File: src/rtl/bypass_pkg.sv
package bypass_pkg;

    // Operand source select codes seen by the ALU input multiplexers
    typedef enum logic [1:0] {
        OPSRC_REGFILE = 2'b00,
        OPSRC_EXMEM   = 2'b01,
        OPSRC_MEMWB   = 2'b10
    } opsrc_e;

    // Controls the interlock sends to the front of the pipeline
    typedef struct packed {
        logic hold_pc;
        logic hold_ifid;
        logic bubble_idex;
    } stall_ctl_t;

    localparam stall_ctl_t STALL_NONE = '{hold_pc: 1'b0, hold_ifid: 1'b0, bubble_idex: 1'b0};
    localparam stall_ctl_t STALL_ALL  = '{hold_pc: 1'b1, hold_ifid: 1'b1, bubble_idex: 1'b1};

endpackage

File: src/rtl/producer_qual.sv
// A latch counts as a producer only if it writes a real (non-zero) register.
module producer_qual #(
    parameter int AW = 5
) (
    input  logic          we,
    input  logic [AW-1:0] rd,
    output logic          live
);
    localparam logic [AW-1:0] ZERO_REG = '0;

    always_comb begin
        live = we && (rd != ZERO_REG);
    end
endmodule

File: src/rtl/operand_select.sv
module operand_select
    import bypass_pkg::*;
#(
    parameter int AW = 5
) (
    input  logic          valid,
    input  logic [AW-1:0] src,
    input  logic          exm_live,
    input  logic [AW-1:0] exm_rd,
    input  logic          mwb_live,
    input  logic [AW-1:0] mwb_rd,
    output opsrc_e        sel
);
    logic hit_exm;
    logic hit_mwb;

    always_comb begin
        hit_exm = valid && exm_live && (exm_rd == src);
        hit_mwb = valid && mwb_live && (mwb_rd == src);
        // younger result (execute/memory) takes priority
        if (hit_exm)      sel = OPSRC_EXMEM;
        else if (hit_mwb) sel = OPSRC_MEMWB;
        else              sel = OPSRC_REGFILE;
    end

    always_comb begin
        if (sel == OPSRC_MEMWB) begin
            assert_memwb_not_shadowed_R3: assert (!(exm_live && exm_rd == src))
                else $error("memwb chosen while exmem also matches");
        end
    end
endmodule

File: src/rtl/load_use_detect.sv
module load_use_detect
    import bypass_pkg::*;
#(
    parameter int AW   = 5,
    parameter int NSRC = 2
) (
    input  logic [NSRC*AW-1:0] id_srcs,
    input  logic               ld_live,
    input  logic               ld_is_load,
    input  logic [AW-1:0]      ld_rd,
    output stall_ctl_t         ctl
);
    logic [NSRC-1:0] src_hit;

    for (genvar i = 0; i < NSRC; i++) begin : g_src
        assign src_hit[i] = (id_srcs[i*AW +: AW] == ld_rd);
    end

    logic need_stall;

    always_comb begin
        need_stall = ld_live && ld_is_load && (|src_hit);
        ctl = need_stall ? STALL_ALL : STALL_NONE;
    end
endmodule

File: src/rtl/bypass_interlock_unit.sv
module bypass_interlock_unit
    import bypass_pkg::*;
#(
    parameter int AW = 5
) (
    input  logic [AW-1:0] id_rs1,
    input  logic [AW-1:0] id_rs2,
    input  logic          ex_valid,
    input  logic [AW-1:0] ex_rs1,
    input  logic [AW-1:0] ex_rs2,
    input  logic [AW-1:0] idex_rd,
    input  logic          idex_we,
    input  logic          idex_load,
    input  logic [AW-1:0] exmem_rd,
    input  logic          exmem_we,
    input  logic [AW-1:0] memwb_rd,
    input  logic          memwb_we,
    output logic [1:0]    fwd_a,
    output logic [1:0]    fwd_b,
    output logic          pc_hold,
    output logic          ifid_hold,
    output logic          idex_bubble
);
    localparam int NOPS = 2;

    logic idex_live;
    logic exmem_live;
    logic memwb_live;

    producer_qual #(.AW(AW)) u_q_idex  (.we(idex_we),  .rd(idex_rd),  .live(idex_live));
    producer_qual #(.AW(AW)) u_q_exmem (.we(exmem_we), .rd(exmem_rd), .live(exmem_live));
    producer_qual #(.AW(AW)) u_q_memwb (.we(memwb_we), .rd(memwb_rd), .live(memwb_live));

    logic [AW-1:0] ex_src [NOPS];
    opsrc_e        op_sel [NOPS];

    assign ex_src[0] = ex_rs1;
    assign ex_src[1] = ex_rs2;

    for (genvar k = 0; k < NOPS; k++) begin : g_op
        operand_select #(.AW(AW)) u_sel (
            .valid    (ex_valid),
            .src      (ex_src[k]),
            .exm_live (exmem_live),
            .exm_rd   (exmem_rd),
            .mwb_live (memwb_live),
            .mwb_rd   (memwb_rd),
            .sel      (op_sel[k])
        );
    end

    stall_ctl_t ctl;

    load_use_detect #(.AW(AW), .NSRC(NOPS)) u_lu (
        .id_srcs    ({id_rs2, id_rs1}),
        .ld_live    (idex_live),
        .ld_is_load (idex_load),
        .ld_rd      (idex_rd),
        .ctl        (ctl)
    );

    assign fwd_a       = op_sel[0];
    assign fwd_b       = op_sel[1];
    assign pc_hold     = ctl.hold_pc;
    assign ifid_hold   = ctl.hold_ifid;
    assign idex_bubble = ctl.bubble_idex;

    always_comb begin
        assert_legal_code_R5: assert (fwd_a != 2'b11 && fwd_b != 2'b11)
            else $error("illegal select code");
        if (!ex_valid) begin
            assert_bubble_quiet_R6: assert (fwd_a == 2'b00 && fwd_b == 2'b00)
                else $error("bypass selected for a bubble");
        end
        if (fwd_a == 2'b10 || fwd_b == 2'b10) begin
            assert_zero_never_R4: assert (memwb_we && memwb_rd != '0)
                else $error("memwb bypass from dead producer");
        end
        if (pc_hold) begin
            assert_stall_needs_load_R8: assert (idex_load && idex_we && idex_rd != '0)
                else $error("stall without a live load");
        end
        assert_stall_together_R7: assert (pc_hold == ifid_hold && ifid_hold == idex_bubble)
            else $error("stall controls disagree");
    end
endmodule

File: config.mk
export PLATFORM = sky130hd
export DESIGN_NAME = bypass_interlock_unit
export DESIGN_NICKNAME = d
export VERILOG_FILES = /design/src/rtl/bypass_pkg.sv /design/src/rtl/producer_qual.sv /design/src/rtl/operand_select.sv /design/src/rtl/load_use_detect.sv /design/src/rtl/bypass_interlock_unit.sv
export SDC_FILE = /design/constraint.sdc
export NUM_CORES = 1
export LEC_CHECK = 0
export BUFFER_PORTS_ARGS = -buffer_cell sky130_fd_sc_hd__clkbuf_2
export CAP_MARGIN = 10
export CELL_PAD_IN_SITES_DETAIL_PLACEMENT = 0
export CELL_PAD_IN_SITES_GLOBAL_PLACEMENT = 2
export CORE_ASPECT_RATIO = 1.5
export CORE_MARGIN = 2
export CORE_UTILIZATION = 18
export DETAILED_ROUTE_END_ITERATION = 7
export GPL_TIMING_DRIVEN = 0
export MAX_ROUTING_LAYER = met4
export PLACE_DENSITY = 0.87
export SLEW_MARGIN = 20
export SYNTH_ARGS = -nofsm -noshare
export SYNTH_HDL_FRONTEND = slang
export SYNTH_SLANG_ARGS = --single-unit
File: constraint.sdc
create_clock -name vclk -period 2.1
set_input_delay 0.21 -clock vclk [all_inputs]
set_output_delay 0.21 -clock vclk [all_outputs]
set_load 0.01 [all_outputs]
# Yosys cells after proc, flatten, opt, wreduce, memory -nomap -nowiden
# Cells that the tools add are included.
[classes] addsub=0 n_mul=0 div_mod_pow=0 n_lt_le_gt_ge=0 eq_ne=6 shifts=0 muxes=5 bitwise=0 n_reduce_logical=15
[ops] op="5-bit equality test" n=6
[ops] op="5-bit nonzero test" n=3
[ops] op="1-bit logical AND" n=11
[ops] op="2-bit two-way mux" n=4
[ops] op="3-bit two-way mux" n=1
[ops] op="2-bit OR reduction" n=1
[word_totals] register_bits=0 latch_bits=0 ram_bits=0 rom_bits=0 input_bits=40 out_inout_bits=7 word_cells=26 mem_count=0

# Logic depth before layout (Yosys ltp)
[depth] depth_word=6 depth_mapped=5

# Cells and area by module
# Synthesis repeated with hierarchy kept, for this count alone.
[unflattened] hier_cells=58 area_unflattened_um2=461.7
[by_module_without_submodules] mod="operand_select" instances=2 cells_per_inst=17 area_each_um2=138.9
[by_module_without_submodules] mod="load_use_detect" instances=1 cells_per_inst=18 area_each_um2=138.9
[by_module_without_submodules] mod="producer_qual" instances=3 cells_per_inst=2 area_each_um2=15.0

# Worst setup path before layout
# No wires, ideal clock.
[synth_timing] path_kind="input-to-output" start="in exmem_rd[2]" end="out fwd_a[1]" arrival_ns=1.350 slack_ns=0.540 cell_stages=4 cell_sequence="or4_1 o211ai_2 nor4_1 nor4_2"
[synth_between] elab_chain_cells=5 word_cells_on_any_way=6 cone_classes="1 x eq/ne; 1 x mux; 4 x reduce/logical"
[synth_lines] item="from (decl)" line="bypass_interlock_unit.sv:14" text="input logic [AW-1:0] exmem_rd,"
[synth_lines] item="5-bit nonzero test" line="producer_qual.sv:12" text="live = we && (rd != ZERO_REG);"
[synth_lines] item="1-bit logical AND" line="producer_qual.sv:12"
[synth_lines] item="1-bit logical AND" line="operand_select.sv:18" text="hit_exm = valid && exm_live && (exm_rd == src);"
[synth_lines] item="1-bit logical AND (*)" line="operand_select.sv:18"
[synth_lines] item="net g_op[0].u_sel.hit_exm" line="operand_select.sv:14" text="logic hit_exm;"
[synth_lines] item="2-bit two-way mux (*)" line="operand_select.sv:21" text="if (hit_exm) sel = OPSRC_EXMEM;"
[synth_lines] item="to (decl)" line="bypass_interlock_unit.sv:18" text="output logic [1:0] fwd_a,"
# Mark *: on every way through the listed nets, which the timed path passes. The rest lies on a longest branch.

# Worst setup path after layout
[layout_timing] start="in exmem_rd[2]" end="out fwd_b[1]"
[layout_between] elab_chain_cells=5 word_cells_on_any_way=6 cone_classes="1 x eq/ne; 1 x mux; 4 x reduce/logical"
[layout_lines] item="5-bit nonzero test" line="producer_qual.sv:12"
[layout_lines] item="1-bit logical AND" line="producer_qual.sv:12"
[layout_lines] item="1-bit logical AND" line="operand_select.sv:18"
[layout_lines] item="1-bit logical AND (*)" line="operand_select.sv:18"
[layout_lines] item="net g_op[1].u_sel.hit_exm" line="operand_select.sv:14"
[layout_lines] item="2-bit two-way mux (*)" line="operand_select.sv:21"
[layout_lines] item="to (decl)" line="bypass_interlock_unit.sv:19" text="output logic [1:0] fwd_b,"
# Marks and branches as above.

==> metrics.md <==
| Metric | Value |
|---|---|
| Status | `finished, final reports clean` |
| Hold/Removal Path Class | `in -> out` |
| Average size of a mapped cell | `8.168 sq um` |
| Slew HR | `69.72%` |
| Crit-path max FO | `3` |
| Pwr Total | `0.1177 mW` |
| Xor-xnor portion of the synthesized cell area | `60.69%` |
| Port buffer count | `47` |
| FMAX | `0.5571 GHz` |
| Clock buffers | `0` |
| Largest family of logic cells by synthesized area | `XOR/XNOR gates` |
| Final hold violations | `0` |
| DRC Markers | `0` |
| Largest net degree at the start of global routing | `4` |
| Core area | `2260 sq um` |
| GR Layer Usage met2 | `19.49%` |
| Post-synthesis compound-gate area fraction | `7.514%` |
| Layout area overhead | `60.98%` |
| Buffer count from post-CTS setup fixing | `0` |
| Syn_nets | `93` |
| Worst setup path category | `in -> out` |
| Final worst path period share | `85.47%` |
| Top Ports | `47` |
| 1st-iter DRT viols | `4` |
| Vias | `560` |
| Total track usage | `10.10%` |
| CP endpoint kind | `output port` |
| GR Util met1 | `11.53%` |
| Gr ovfl total | `0` |
| Fin. max-slew vios | `0` |
| HPWL Detailed | `1376 microns` |
| Setup TNS | `0 ps` |
| Synth unique cells | `12` |
| Layout cells sized above 1 | `56.00%` |
| Post-synthesis adder-cell area fraction | `0%` |
| Register area | `0 sq um` |
| Layout Nets | `142` |
| Starting density of the core | `19.16%` |
| Die Ht | `64.07 microns` |
| GR Util met3 | `0.8475%` |
| Wire per inst | `11.60 microns` |
| GPL Wtd Cong | `0.7460` |
| Vias per cell | `4.553` |
| Final WS setup | `305.1 ps` |
| Setup WS pre-CTS | `277.7 ps` |
| Hold-fix buffers, CTS | `0` |
| Slew @ Worst Pin | `450.1 ps` |
| WHS Endpoint | `idex_bubble` |
| RSZ-0062 raised after global routing | `no` |
| Cells after synthesis | `53` |
| Power per standard cell area | `168.9 nW/um^2` |
| CP Launch Type | `primary input` |
| Util after Layout | `30.84%` |
| Sequential area share after synthesis | `0%` |
| Endpoints failing setup | `0` |
| Chip width | `44.04 microns` |
| Syn. warnings | `0` |
| Hold Path Stages | `4` |
| Max_cap viols | `0` |
| Min cycle time layout | `1795 ps` |
| Post-cts resize count | `0` |
| HP Start | `idex_we` |
| Mux cell area share after synthesis | `0%` |
| Arr. time, crit path | `1580 ps` |
| Synth Area in Simple Gates | `24.86%` |
| Hold Slack | `782.1 ps` |
| Initial antenna violation count | `0` |
| Most Crowded Layer GR | `met2` |
| Diode count | `0` |
| Pleak | `0.3449 nW` |
| Total iterations of the first detailed-routing run | `4` |
| Final wirelength | `1427 microns` |
| # rows | `21` |
| Seq_cells | `0` |
| Global-route wire length before repair | `2256 microns` |
| Cell area after synthesis | `432.9 sq um` |
| Post-route ant nets | `0` |
| Data required time at the worst endpoint | `1890 ps` |
| Vias in the first global route | `566` |
| Die area | `2821 sq um` |
| Maximum vdd drop | `0.00006339 V` |
per-layer routing:
| metal | up-vias | wire, microns | part of all wire [%] |
|---|---|---|---|
| met5 | - | 0 | 0 |
| met4 | 0 | 0 | 0 |
| met3 | 0 | 199 | 14 |
| met2 | 46 | 665 | 47 |
| met1 | 233 | 561 | 39 |
| li1 | 281 | - | - |
power breakdown:
part / switching, mW / internal (mW)
sequential: 0 / 0
clock: 0 / 0
combinational: 0.0551 / 0.0626
total: 0.0551 / 0.0626
per-stage QoR:
| stage | std cells | cell area, sq um |
|---|---|---|
| 2_1_floorplan | 53 | 432.9 |
| 3_3_place_gp | 123 | 696.9 |
| 3_5_place_dp | 123 | 696.9 |
| 4_1_cts | 123 | 696.9 |
| 5_1_grt | 123 | 696.9 |
| 6_report | 123 | 696.9 |
cells by family after synthesis:
kind of cell	Yosys count
xor gates and xnor gates	30
and+or+nand+nor	15
AOI/OAI and AO/OA	4
buffers and inverters	4
final cells by class:
class | instances | area (sq um)
Multi-Input combinational cell | 49 | 402.9
Timing Repair Buffer | 47 | 235.2
Tap cell | 23 | 28.78
Buffer | 4 | 30.03
Fill cell | 257 | 1563
critical path: stages:
cell and delay [ps]:
clkbuf_2 110, or4_1 550, o211ai_2 180, nor4_1 100, nor4_2 250, clkbuf_2 180
cells in the final DEF (no fill, tap or decap):
master	count
clkbuf_2	47
nor3_1	2
nor4_2	2
o211ai_1	2
nor4_1	2
or4_2	2
xnor2_1	10
nand3_1	4
xor2_1	20
or4_1	3
a21oi_1	1
o211ai_2	1
buf_4	4
how the worst max path moves through the flow:
stage / from / cells past startpoint / endpoint / slack (ps)
after global placement: exmem_rd[2] / 6 / fwd_b[1] / 270
after global routing: exmem_rd[2] / 6 / fwd_b[1] / 180
after floorplan: exmem_rd[2] / 4 / fwd_a[1] / 540
after CTS: exmem_rd[2] / 6 / fwd_a[1] / 280
after detailed placement: exmem_rd[2] / 6 / fwd_a[1] / 280
final: exmem_rd[2] / 6 / fwd_b[1] / 310
cell usage after synthesis:
cell type	count	area, sq um
o211ai_1	2	15.01
xor2_1	20	175.2
nand3_1	4	20.02
a21oi_1	1	5.000
nor4_2	2	25.02
nor3_1	2	10.01
or4_1	3	22.52
xnor2_1	10	87.58
o211ai_2	1	12.51
buf_4	4	30.03
or4_2	2	17.52
nor4_1	2	12.51
Power figures use the tool's default switching activity.
